==> src/rtl/brtgt_pkg.sv <==
package brtgt_pkg;

    localparam int KIND_W = 4;

    typedef enum logic [KIND_W-1:0] {
        BR_SEQ   = 4'd0,
        BR_SREL  = 4'd1,
        BR_PAGE  = 4'd2,
        BR_LONG  = 4'd3,
        BR_INDEX = 4'd4,
        BR_AZERO = 4'd5,
        BR_ANZ   = 4'd6,
        BR_CSET  = 4'd7,
        BR_CCLR  = 4'd8,
        BR_BSET  = 4'd9,
        BR_BCLR  = 4'd10,
        BR_BTAC  = 4'd11,
        BR_CMPNE = 4'd12,
        BR_DECNZ = 4'd13
    } br_kind_e;

    typedef enum logic [2:0] {
        TGT_SEQ,
        TGT_REL,
        TGT_PAGE,
        TGT_LONG,
        TGT_INDEX
    } tgt_sel_e;

    typedef enum logic {
        ST_IDLE,
        ST_DONE
    } fsm_e;

endpackage

==> src/rtl/brtgt_target.sv <==
module brtgt_target
    import brtgt_pkg::*;
#(
    parameter int PC_W   = 16,
    parameter int DW     = 8,
    parameter int PAGE_W = 11
) (
    input  tgt_sel_e          sel,
    input  logic [PC_W-1:0]   cur_pc,
    input  logic [1:0]        ins_len,
    input  logic [DW-1:0]     op_hi,
    input  logic [DW-1:0]     op_lo,
    input  logic [DW-1:0]     rel_ofs,
    input  logic [DW-1:0]     acc,
    input  logic [PC_W-1:0]   dptr,
    output logic [PC_W-1:0]   seq_pc,
    output logic [PC_W-1:0]   tgt_pc
);

    localparam int EXT_W = PC_W - DW;

    logic [PC_W-1:0] rel_ext;
    logic [PC_W-1:0] long_addr;
    logic [PC_W-1:0] acc_ext;

    always_comb begin
        seq_pc    = cur_pc + PC_W'(ins_len);
        rel_ext   = {{EXT_W{rel_ofs[DW-1]}}, rel_ofs};
        long_addr = PC_W'({op_hi, op_lo});
        acc_ext   = {{EXT_W{1'b0}}, acc};
    end

    always_comb begin
        unique case (sel)
            TGT_REL:   tgt_pc = seq_pc + rel_ext;
            TGT_PAGE:  tgt_pc = {seq_pc[PC_W-1:PAGE_W], long_addr[PAGE_W-1:0]};
            TGT_LONG:  tgt_pc = long_addr;
            TGT_INDEX: tgt_pc = dptr + acc_ext;
            default:   tgt_pc = seq_pc;
        endcase
    end

endmodule

==> src/rtl/brtgt_cond.sv <==
module brtgt_cond
    import brtgt_pkg::*;
#(
    parameter int DW = 8
) (
    input  br_kind_e          kind,
    input  logic [DW-1:0]     acc,
    input  logic              cy_in,
    input  logic              bit_in,
    input  logic [DW-1:0]     opd_a,
    input  logic [DW-1:0]     opd_b,
    output logic              take,
    output tgt_sel_e          sel,
    output logic              cy_we,
    output logic              cy_val,
    output logic              byte_we,
    output logic [DW-1:0]     byte_val,
    output logic              bit_clr
);

    logic          acc_zero;
    logic [DW-1:0] dec_val;

    always_comb begin
        acc_zero = (acc == '0);
        dec_val  = opd_a - DW'(1);
    end

    always_comb begin
        take     = 1'b0;
        sel      = TGT_SEQ;
        cy_we    = 1'b0;
        cy_val   = 1'b0;
        byte_we  = 1'b0;
        byte_val = dec_val;
        bit_clr  = 1'b0;
        unique case (kind)
            BR_SEQ: begin
                take = 1'b0;
            end
            BR_SREL: begin
                take = 1'b1;
                sel  = TGT_REL;
            end
            BR_PAGE: begin
                take = 1'b1;
                sel  = TGT_PAGE;
            end
            BR_LONG: begin
                take = 1'b1;
                sel  = TGT_LONG;
            end
            BR_INDEX: begin
                take = 1'b1;
                sel  = TGT_INDEX;
            end
            BR_AZERO: begin
                take = acc_zero;
                sel  = TGT_REL;
            end
            BR_ANZ: begin
                take = !acc_zero;
                sel  = TGT_REL;
            end
            BR_CSET: begin
                take = cy_in;
                sel  = TGT_REL;
            end
            BR_CCLR: begin
                take = !cy_in;
                sel  = TGT_REL;
            end
            BR_BSET: begin
                take = bit_in;
                sel  = TGT_REL;
            end
            BR_BCLR: begin
                take = !bit_in;
                sel  = TGT_REL;
            end
            BR_BTAC: begin
                take    = bit_in;
                bit_clr = bit_in;
                sel     = TGT_REL;
            end
            BR_CMPNE: begin
                take   = (opd_a != opd_b);
                cy_we  = 1'b1;
                cy_val = (opd_a < opd_b);
                sel    = TGT_REL;
            end
            BR_DECNZ: begin
                take    = (dec_val != '0);
                byte_we = 1'b1;
                sel     = TGT_REL;
            end
            default: begin
                take = 1'b0;
            end
        endcase
    end

endmodule

==> src/rtl/branch_target_gen.sv <==
module branch_target_gen
    import brtgt_pkg::*;
#(
    parameter int PC_W   = 16,
    parameter int DW     = 8,
    parameter int PAGE_W = 11
) (
    input  logic              clk,
    input  logic              rst_n,
    input  logic              start,
    input  logic [3:0]        br_type,
    input  logic [PC_W-1:0]   cur_pc,
    input  logic [1:0]        ins_len,
    input  logic [DW-1:0]     op_hi,
    input  logic [DW-1:0]     op_lo,
    input  logic [DW-1:0]     rel_ofs,
    input  logic [DW-1:0]     acc,
    input  logic [PC_W-1:0]   dptr,
    input  logic              cy_in,
    input  logic              bit_in,
    input  logic [DW-1:0]     opd_a,
    input  logic [DW-1:0]     opd_b,
    output logic              done,
    output logic              taken,
    output logic [PC_W-1:0]   next_pc,
    output logic              cy_we,
    output logic              cy_out,
    output logic              byte_we,
    output logic [DW-1:0]     byte_out,
    output logic              bit_clr
);

    fsm_e            state_q;
    fsm_e            state_d;
    br_kind_e        kind;
    tgt_sel_e        sel;
    logic            take_c;
    logic            cy_we_c;
    logic            cy_val_c;
    logic            byte_we_c;
    logic [DW-1:0]   byte_val_c;
    logic            bit_clr_c;
    logic [PC_W-1:0] seq_pc;
    logic [PC_W-1:0] tgt_pc;
    logic [PC_W-1:0] pc_c;

    assign kind = br_kind_e'(br_type);

    brtgt_cond #(.DW(DW)) u_cond (
        .kind     (kind),
        .acc      (acc),
        .cy_in    (cy_in),
        .bit_in   (bit_in),
        .opd_a    (opd_a),
        .opd_b    (opd_b),
        .take     (take_c),
        .sel      (sel),
        .cy_we    (cy_we_c),
        .cy_val   (cy_val_c),
        .byte_we  (byte_we_c),
        .byte_val (byte_val_c),
        .bit_clr  (bit_clr_c)
    );

    brtgt_target #(.PC_W(PC_W), .DW(DW), .PAGE_W(PAGE_W)) u_target (
        .sel     (sel),
        .cur_pc  (cur_pc),
        .ins_len (ins_len),
        .op_hi   (op_hi),
        .op_lo   (op_lo),
        .rel_ofs (rel_ofs),
        .acc     (acc),
        .dptr    (dptr),
        .seq_pc  (seq_pc),
        .tgt_pc  (tgt_pc)
    );

    assign pc_c = take_c ? tgt_pc : seq_pc;

    always_comb begin
        unique case (state_q)
            ST_IDLE: state_d = start ? ST_DONE : ST_IDLE;
            ST_DONE: state_d = start ? ST_DONE : ST_IDLE;
            default: state_d = ST_IDLE;
        endcase
    end

    always_ff @(posedge clk) begin
        if (!rst_n) begin
            state_q <= ST_IDLE;
        end else begin
            state_q <= state_d;
        end
    end

    always_ff @(posedge clk) begin
        if (!rst_n) begin
            taken    <= 1'b0;
            next_pc  <= '0;
            cy_we    <= 1'b0;
            cy_out   <= 1'b0;
            byte_we  <= 1'b0;
            byte_out <= '0;
            bit_clr  <= 1'b0;
        end else if (start) begin
            taken    <= take_c;
            next_pc  <= pc_c;
            cy_we    <= cy_we_c;
            cy_out   <= cy_val_c;
            byte_we  <= byte_we_c;
            byte_out <= byte_val_c;
            bit_clr  <= bit_clr_c;
        end
    end

    assign done = (state_q == ST_DONE);

endmodule

==> config.mk <==
export PLATFORM = sky130hd
export DESIGN_NAME = branch_target_gen
export DESIGN_NICKNAME = d
export VERILOG_FILES = /design/src/rtl/brtgt_pkg.sv /design/src/rtl/brtgt_target.sv /design/src/rtl/brtgt_cond.sv /design/src/rtl/branch_target_gen.sv
export SDC_FILE = /design/constraint.sdc
export NUM_CORES = 1
export LEC_CHECK = 0
export BUFFER_PORTS_ARGS = -buffer_cell sky130_fd_sc_hd__buf_2
export CAP_MARGIN = 15
export CORE_MARGIN = 2
export CORE_UTILIZATION = 45
export DETAILED_ROUTE_END_ITERATION = 12
export PLACE_DENSITY = 0.71
export SETUP_SLACK_MARGIN = 0.02
export SYNTH_ARGS = -nofsm -noshare
export SYNTH_HDL_FRONTEND = slang
export SYNTH_SLANG_ARGS = --single-unit
==> constraint.sdc <==
create_clock -name clk -period 10.7 [get_ports clk]
set_clock_uncertainty 0.15 [all_clocks]
set_input_delay 1.605 -clock clk [delete_from_list [all_inputs] [get_ports clk]]
set_output_delay 1.605 -clock clk [all_outputs]
set_load 0.01 [all_outputs]
==> reports/metrics.cfg, run 1 <==
[worst_setup_path]
regToRegSetupSlack_ns = 9.72
critPathKind = input pin to flop
endpoint = next_pc[15]
start_kind = input pin
critPathMaxStageDelay_ns = 0.44
arrival_ns = 4.89
path_depth = 14
timing.rr.start = next_pc[12]
crit_chain = buf_2 -> ha_1 -> a21oi_1 -> nor3_1 -> and3_1 -> xor2_1 -> ha_1 -> and2_1 -> a22o_1 -> a311oi_1 -> o41ai_1 -> xor2_1 -> a2111o_1 -> o211ai_1
crit_required_ns = 10.75
path_buf_inv = 1
timing.rr.end = next_pc[12]
critPathTopFamily = compound AO/OA/AOI/OAI gates
path_max_fanout = 4
cp-end-kind = flop
r2r_cells = 3
startpoint = cur_pc[1]
slowest_stage = nor3_1

[hold_path]
hp-start = next_pc[0]
hold_class = flop to flop

[global_route]
overflow = 0
antenna_found_initial = 0
grtUsageTotal = 0.2640
grt_pass1_vias = 3721
grt_max_degree = 27
grt_pass1_wl_um = 18210

[power]
pwr-share-seq = 0.304
powerDensity_nw_per_um2 = 95.29
leakage_nw = 2.091
p_total_mw = 0.4149
clock_power_share = 0.216
p_int_mw = 0.2551
ir_drop_v = 0.00003955
comb_power_share = 0.480
power_switching_mw = 0.1597
netSwitchingFraction = 0.3850

[final_layout]
final_cell_area_um2 = 4354
diodes = 0
finalNetCount = 705
drive_above_1_share = 0.2465
area_growth_pct = 21.04
fillerInstances = 760
utilization = 0.5635

[cts]
clkTransAtPathRegs_ns = 0.05
cts_made_buffers = 5
clock-root-buffer = clkbuf_8
cts_sinks = 30
cts_resized = 0
insertion_delay_ns = 0.28
cts_setup_buffers = 0
htree_levels = 2
cts_tree = yes
cts_buffer_depth = 2
hold_buffers = 0

[yosys]
mappedNetlistArea_um2 = 3597
ys_warn_count = 0
synthArstFlopShare = 0
syn_inst = 460
ys_seq_elements = 30
synth_area_leaders = dfxtp_1 17%, ha_1 13%, xor2_1 4.9%
synth_top_flop_cell = dfxtp_1
syn_area_per_cell_um2 = 7.820
yosysTopAreaCell = dfxtp_1
yosysTopAreaCellShare = 0.1670
synth_nets = 592
ys_types = 68
synth_edf_count = 0
yosysSeqAreaShare = 0.1670

[detailed_routing]
met2_length_um = 5215
antenna_left = 0
wirelength_um = 11590
wl_met3_um = 775
viasPerCell = 5.822
drtPass1Iterations = 5
drt_iter0_markers = 221
drt-met1-wl_um = 5447
drc = 0
vias = 3924
routed.top_layer = met4
wl_per_cell_um = 17.20

[sta]
min_period_ns = 4.845
setup_viol = 0
worst_pin_slew_ns = 1.007
relSlewSlack = 0.3270
grt_setup_unrepaired = no
min_period_over_period = 0.4528
fin_setup_tns_ns = 0
max_freq_mhz = 206.4
maxSlewViolCount = 0
hold_violations = 0
setup_slack_ns = 5.855

[status]
status = complete, no violations

[floorplanning]
die_w_um = 93.41
start_util = 0.4655
core_region_area_um2 = 7727
die_area_um2 = 8724
io_pins = 121
fp-row-count = 32
die_h_um = 93.41

[place]
hpwl_um = 9451
io_buffers = 120
place.gp.congestion = 0.8744
detailedPlace.worstSlack_ns = 5.589
dpl_cell_area_um2 = 4272

[flow_run]
maxCapViolations = 0

==> cells in the mapped netlist (3+ instances only) <==
library cell and count:
nand2_1 42, ha_1 38, dfxtp_1 30, o21ai_0 28
nor2_1 27, a21oi_1 24, inv_1 20, xor2_1 20
xnor2_1 19, nand3_1 13, nor3_1 13, a21o_1 12
clkbuf_1 12, nand2b_1 12, o211ai_1 11, nand4_1 10
o211a_1 10, o21a_1 9, a211oi_1 7, a22oi_1 6
or3_1 6, a22o_1 5, nor2b_1 5, and2_1 4
and3_1 4, buf_2 4, mux2i_1 4, nor3b_1 4
nor4_1 4, a222oi_1 3, fa_1 3
==> power by group through the flow <==
stage	Clock (mW)	Combinational, mW	Sequential (mW)
3_3_place_gp	0	0.193	0.128
3_5_place_dp	0	0.196	0.129
4_1_cts	0.0897	0.197	0.126
6_report	0.0896	0.199	0.126
5_1_grt	0.0935	0.219	0.127
2_1_floorplan	0	0.122	0.133
==> metrics by stage <==
step	instances	hold WS, ns
detailed placement	668	0.2959
global route	674	0.3207
floorplan	460	0.3205
global placement	668	0.2850
finish	674	0.3042
CTS	674	0.3083
==> kinds of logic (layout without fill, tap and decap cells) <==
family	count (synthesis)	in the layout	share of synthesized area
flops	30	30	0.1670
simple gates	154	154	0.2198
fa+ha+maj	41	41	0.1489
mux	4	4	0.01113
buf+inv	37	149	0.04209
xor+xnor	40	40	0.1016
compound gates	154	154	0.3096
==> routing by layer <==
layer / up-vias / track usage
met5: - / 0
met4: 0 / 0.05515
met3: 17 / 0.03143
met2: 151 / 0.4353
met1: 1803 / 0.3696
li1: 1953 / -
==> worst min-delay path by stage <==
stage / to / slack, ns / depth (start not counted)
4_1_cts: next_pc[9] / 0.31 / 2
3_5_place_dp: next_pc[2] / 0.30 / 2
6_report: next_pc[0] / 0.30 / 2
3_3_place_gp: next_pc[1] / 0.29 / 2
2_1_floorplan: next_pc[9] / 0.32 / 2
5_1_grt: next_pc[0] / 0.32 / 2
==> registers in the layout (all words and copies together), names as in the netlist <==
signal and flops:
bit_clr 1, byte_out 8, byte_we 1, cy_out 1, cy_we 1, done 1, next_pc 16, taken 1
==> placed cells by master (no fill, tap or decap), types with 4 or more instances in the layout <==
cell type and count:
buf_2 120, nand2_1 42, ha_1 38, dfxtp_1 30, o21ai_0 28, nor2_1 27
a21oi_1 24, inv_1 20, xor2_1 20, xnor2_1 19, nand3_1 13, nor3_1 13
nand2b_1 12, a21o_1 12, o211ai_1 11, nand4_1 10, o211a_1 10, o21a_1 9
a211oi_1 7, or3_1 6, a22oi_1 6, clkbuf_8 6, a22o_1 5, nor2b_1 5
and3_1 4, nor4_1 4, and2_1 4, nor3b_1 4, mux2i_1 4
==> area by class of cell <==
cell class	instances	area [um2]	area share
repair buffers	123	623.1	0.1431
multi-input cells	393	2845	0.6534
clock buffers	6	82.58	0.01897
inverters	20	75.07	0.01724
well taps	102	127.6	0.02931
flip-flops and latches	30	600.6	0.1379
==> worst register-to-register path, delay by kind of cell (launching register included) <==
kind             cells  cell delay, ns
AO/OA/AOI/OAI        2            0.32
AND/OR/NAND/NOR      1            0.09
flip-flops           1            0.35
No activity file was read; power rests on OpenSTA's default activity.
==> run 2: changes to the inputs <==
--- a/config.mk
+++ b/config.mk
@@ -5,12 +5,13 @@
 export SDC_FILE = /design/constraint.sdc
 export NUM_CORES = 1
 export LEC_CHECK = 0
+export ABC_AREA = 1
 export BUFFER_PORTS_ARGS = -buffer_cell sky130_fd_sc_hd__buf_2
 export CAP_MARGIN = 15
 export CORE_MARGIN = 2
 export CORE_UTILIZATION = 45
 export DETAILED_ROUTE_END_ITERATION = 12
-export PLACE_DENSITY = 0.71
+export PLACE_DENSITY = 0.72
 export SETUP_SLACK_MARGIN = 0.02
 export SYNTH_ARGS = -nofsm -noshare
 export SYNTH_HDL_FRONTEND = slang
==> constraint.sdc (replaced) <==
create_clock -name clk -period 4.3 [get_ports clk]
set_clock_uncertainty 0.15 [all_clocks]
set_input_delay 0.645 -clock clk [delete_from_list [all_inputs] [get_ports clk]]
set_output_delay 0.645 -clock clk [all_outputs]
set_load 0.01 [all_outputs]
==> run 2 against run 1 <==
Against the previous run: routed wire length up 17%; first-iteration DRC count up 62%; design area up 10%; largest power group unchanged; sequential share of layout area down 1.3 points; critical endpoint is now next_pc[14]; worst setup slack worse by 5.1 ns.
==> reports/metrics.cfg, run 2 <==
[final_layout]
utilization = 0.5508  ; was 0.5635
diodes = 0  ; unchanged
final_cell_area_um2 = 4803  ; was 4354 um2
area_growth_pct = 19.19  ; was 21.04%
final_cell_mix = 226 x nand2_1, 120 x buf_2, 115 x inv_1, 74 x nor2_1, 67 x nand3_1  ; was 120 x buf_2, 42 x nand2_1, 38 x ha_1, 30 x dfxtp_1, 28 x o21ai_0
final_common_cell = nand2_1  ; was buf_2
multi_input_area_um2 = 2915  ; was 2845 um2
drive_above_1_share = 0.1593  ; was 0.2465
fin_cells = 943  ; was 674
fillerInstances = 977  ; was 760
regMostFlops = next_pc  ; unchanged
finalNetCount = 967  ; was 705
seqCellArea_um2 = 600.6  ; unchanged
largestRegisters = next_pc: 16 flops, byte_out: 8 flops  ; unchanged
largest_reg_flops = 16  ; unchanged

[worst_setup_path]
arrival_ns = 3.50  ; was 4.89 ns
crit_required_ns = 4.27  ; was 10.75 ns
cp-end-kind = flop  ; unchanged
r2r_cells = 4  ; was 3
critPathKind = input pin to flop  ; unchanged
timing.rr.start = byte_out[5]  ; was next_pc[12]
timing.rr.end = byte_out[5]  ; was next_pc[12]
regToRegSetupSlack_ns = 3.45  ; was 9.72 ns
path_max_fanout = 5  ; was 4
start_kind = input pin  ; unchanged

[status]
status = complete, no violations  ; unchanged

[cts]
hold_buffers = 0  ; unchanged
insertion_delay_ns = 0.27  ; was 0.28 ns
clkTransAtPathRegs_ns = 0.06  ; was 0.05 ns
cts_buffer_depth = 2  ; unchanged
cts_sinks = 30  ; unchanged
cts_tree = yes  ; unchanged
clock-root-buffer = clkbuf_8  ; unchanged
cts_made_buffers = 5  ; unchanged
cts_setup_buffers = 0  ; unchanged
htree_levels = 2  ; unchanged
cts_resized = 0  ; unchanged

[yosys]
ys_types = 30  ; was 68
yosysTopAreaCell = nand2_1  ; was dfxtp_1
synthTopCellsByCount = 226 x nand2_1, 115 x inv_1, 74 x nor2_1  ; was 42 x nand2_1, 38 x ha_1, 30 x dfxtp_1
syn_area_per_cell_um2 = 5.582  ; was 7.820 um2
ys_seq_elements = 30  ; unchanged
mappedNetlistArea_um2 = 4030  ; was 3597 um2
synth_top_flop_cell = dfxtp_1  ; unchanged
synth_nets = 854  ; was 592
yosysSeqAreaShare = 0.1490  ; was 0.1670
ys_warn_count = 0  ; unchanged
yosysTopAreaCellShare = 0.2105  ; was 0.1670
synthArstFlopShare = 0  ; unchanged
syn_inst = 722  ; was 460
synth_edf_count = 0  ; unchanged
yosysMostFrequentCell = nand2_1  ; unchanged
synth_area_leaders = nand2_1 21%, dfxtp_1 15%, ha_1 12%  ; was dfxtp_1 17%, ha_1 13%, xor2_1 4.9%

[sta]
max_freq_mhz = 284.0
grt_setup_unrepaired = no  ; unchanged
whs_ns = 0.3112  ; was 0.3042 ns
hold_violations = 0  ; unchanged
min_period_over_period = 0.8189
min_period_ns = 3.521
maxSlewViolCount = 0  ; unchanged
setup_slack_ns = 0.7787  ; was 5.855 ns
fin_setup_tns_ns = 0  ; unchanged
worst_pin_slew_ns = 1.090  ; was 1.007 ns
relSlewSlack = 0.2703  ; was 0.3270
setup_viol = 0  ; unchanged

[power]
powerDensity_nw_per_um2 = 228.5  ; was 95.29 nW/um2
leakage_nw = 2.733  ; was 2.091 nW
p_total_mw = 1.098  ; was 0.4149 mW
ir_drop_v = 0.0001299  ; was 0.00003955 V

[floorplanning]
die_area_um2 = 9729  ; was 8724 um2
start_util = 0.4621  ; was 0.4655
fp-row-count = 34  ; was 32
die_w_um = 98.64  ; was 93.41 um
core_region_area_um2 = 8721  ; was 7727 um2
io_pins = 121  ; unchanged
die_h_um = 98.64  ; was 93.41 um

[detailed_routing]
vias = 4993  ; was 3924
viasPerCell = 5.295  ; was 5.822
drt_iter0_markers = 358  ; was 221
antenna_left = 0  ; unchanged
drc = 0  ; unchanged
wirelength_um = 13600  ; was 11590 um
drtPass1Iterations = 5  ; unchanged
wl_per_cell_um = 14.42  ; was 17.20 um

[global_route]
overflow = 0  ; unchanged
grt_pass1_wl_um = 22090  ; was 18210 um
antenna_found_initial = 0  ; unchanged
grt_pass1_vias = 4782  ; was 3721
grt_max_degree = 39  ; was 27
grtUsageTotal = 0.2779  ; was 0.2640

[place]
detailedPlace.worstSlack_ns = 0.5763  ; was 5.589 ns
dpl.cell_count = 936  ; was 668
dpl_cell_area_um2 = 4691  ; was 4272 um2
place.gp.congestion = 0.9485  ; was 0.8744
io_buffers = 120  ; unchanged
hpwl_um = 11420  ; was 9451 um

[hold_path]
whs_endpoint = next_pc[0]  ; unchanged
hold_class = flop to flop  ; unchanged
hp-start = next_pc[0]  ; unchanged
whs_path_depth = 2  ; unchanged

[flow_run]
maxCapViolations = 0  ; unchanged

==> run 2: cell types whose count changed in the layout (fill, tap and decap cells not counted), sizes merged, moves of 10 or more <==
cell	change
inv	+95
a21o	-11
a21oi	+26
nand2	+186
nor2	+47
nand2b	-12
o211a	-10
nand3	+55
xnor2	-11
xor2	-16
==> run 2: how the worst max path moves through the flow <==
stage / end / from / depth (start not counted) / slack (ns)
2_1_floorplan: next_pc[13] / cur_pc[0] / 19 / 1.21
5_1_grt: next_pc[12] / cur_pc[0] / 18 / 0.45
3_5_place_dp: next_pc[13] / cur_pc[0] / 21 / 0.58
3_3_place_gp: next_pc[13] / cur_pc[0] / 21 / 0.59
4_1_cts: next_pc[13] / cur_pc[0] / 21 / 0.84
6_report: next_pc[14] / cur_pc[0] / 18 / 0.78
==> run 2: power breakdown <==
part           leakage (nW)  internal, mW  switching, mW
clock network        0.0573         0.185          0.103
registers             0.248         0.301         0.0113
logic                  2.43         0.185          0.312
==> run 2: critical path, cell delays in order <==
cell	delay [ns]
buf_2	0.08
ha_1	0.19
fa_1	0.21
nand2_1	0.06
nor2_1	0.31
nand3_1	0.19
o21ai_0	0.29
inv_1	0.11
ha_1	0.37
nand2_1	0.15
nor3_1	0.29
a21oi_1	0.15
nand2_1	0.09
nand2_1	0.05
nand3_1	0.07
nand4_1	0.10
nand2_1	0.10
a21oi_1	0.06
==> run 2: cell families after synthesis <==
group,Yosys count,share of synthesized area
AND/OR/NAND/NOR,407,0.4275
buffers and inverters,130,0.1276
AO/OA/AOI/OAI,102,0.1369
adder cells (fa/ha/maj),41,0.1329
flip-flops,30,0.1490
XOR/XNOR,12,0.02608
==> run 2: area by class of cell <==
class                           instances  area share
Clock buffer                            6     0.01719
Clock inverter                          1    0.006252
Inverter                              115     0.08987
Multi-Input combinational cell        562      0.6069
Sequential cell                        30      0.1250
Tap cell                              108     0.02813
Timing Repair Buffer                  121      0.1266
==> run 2: layer usage <==
| layer | up-vias | share of wire | global-route usage |
|---|---|---|---|
| met1 | 2227 | 0.44 | 0.3634 |
| met5 | - | 0 | 0 |
| met2 | 194 | 0.46 | 0.4757 |
| met3 | 28 | 0.064 | 0.02979 |
| met4 | 0 | 0.034 | 0.09800 |
| li1 | 2544 | - | - |
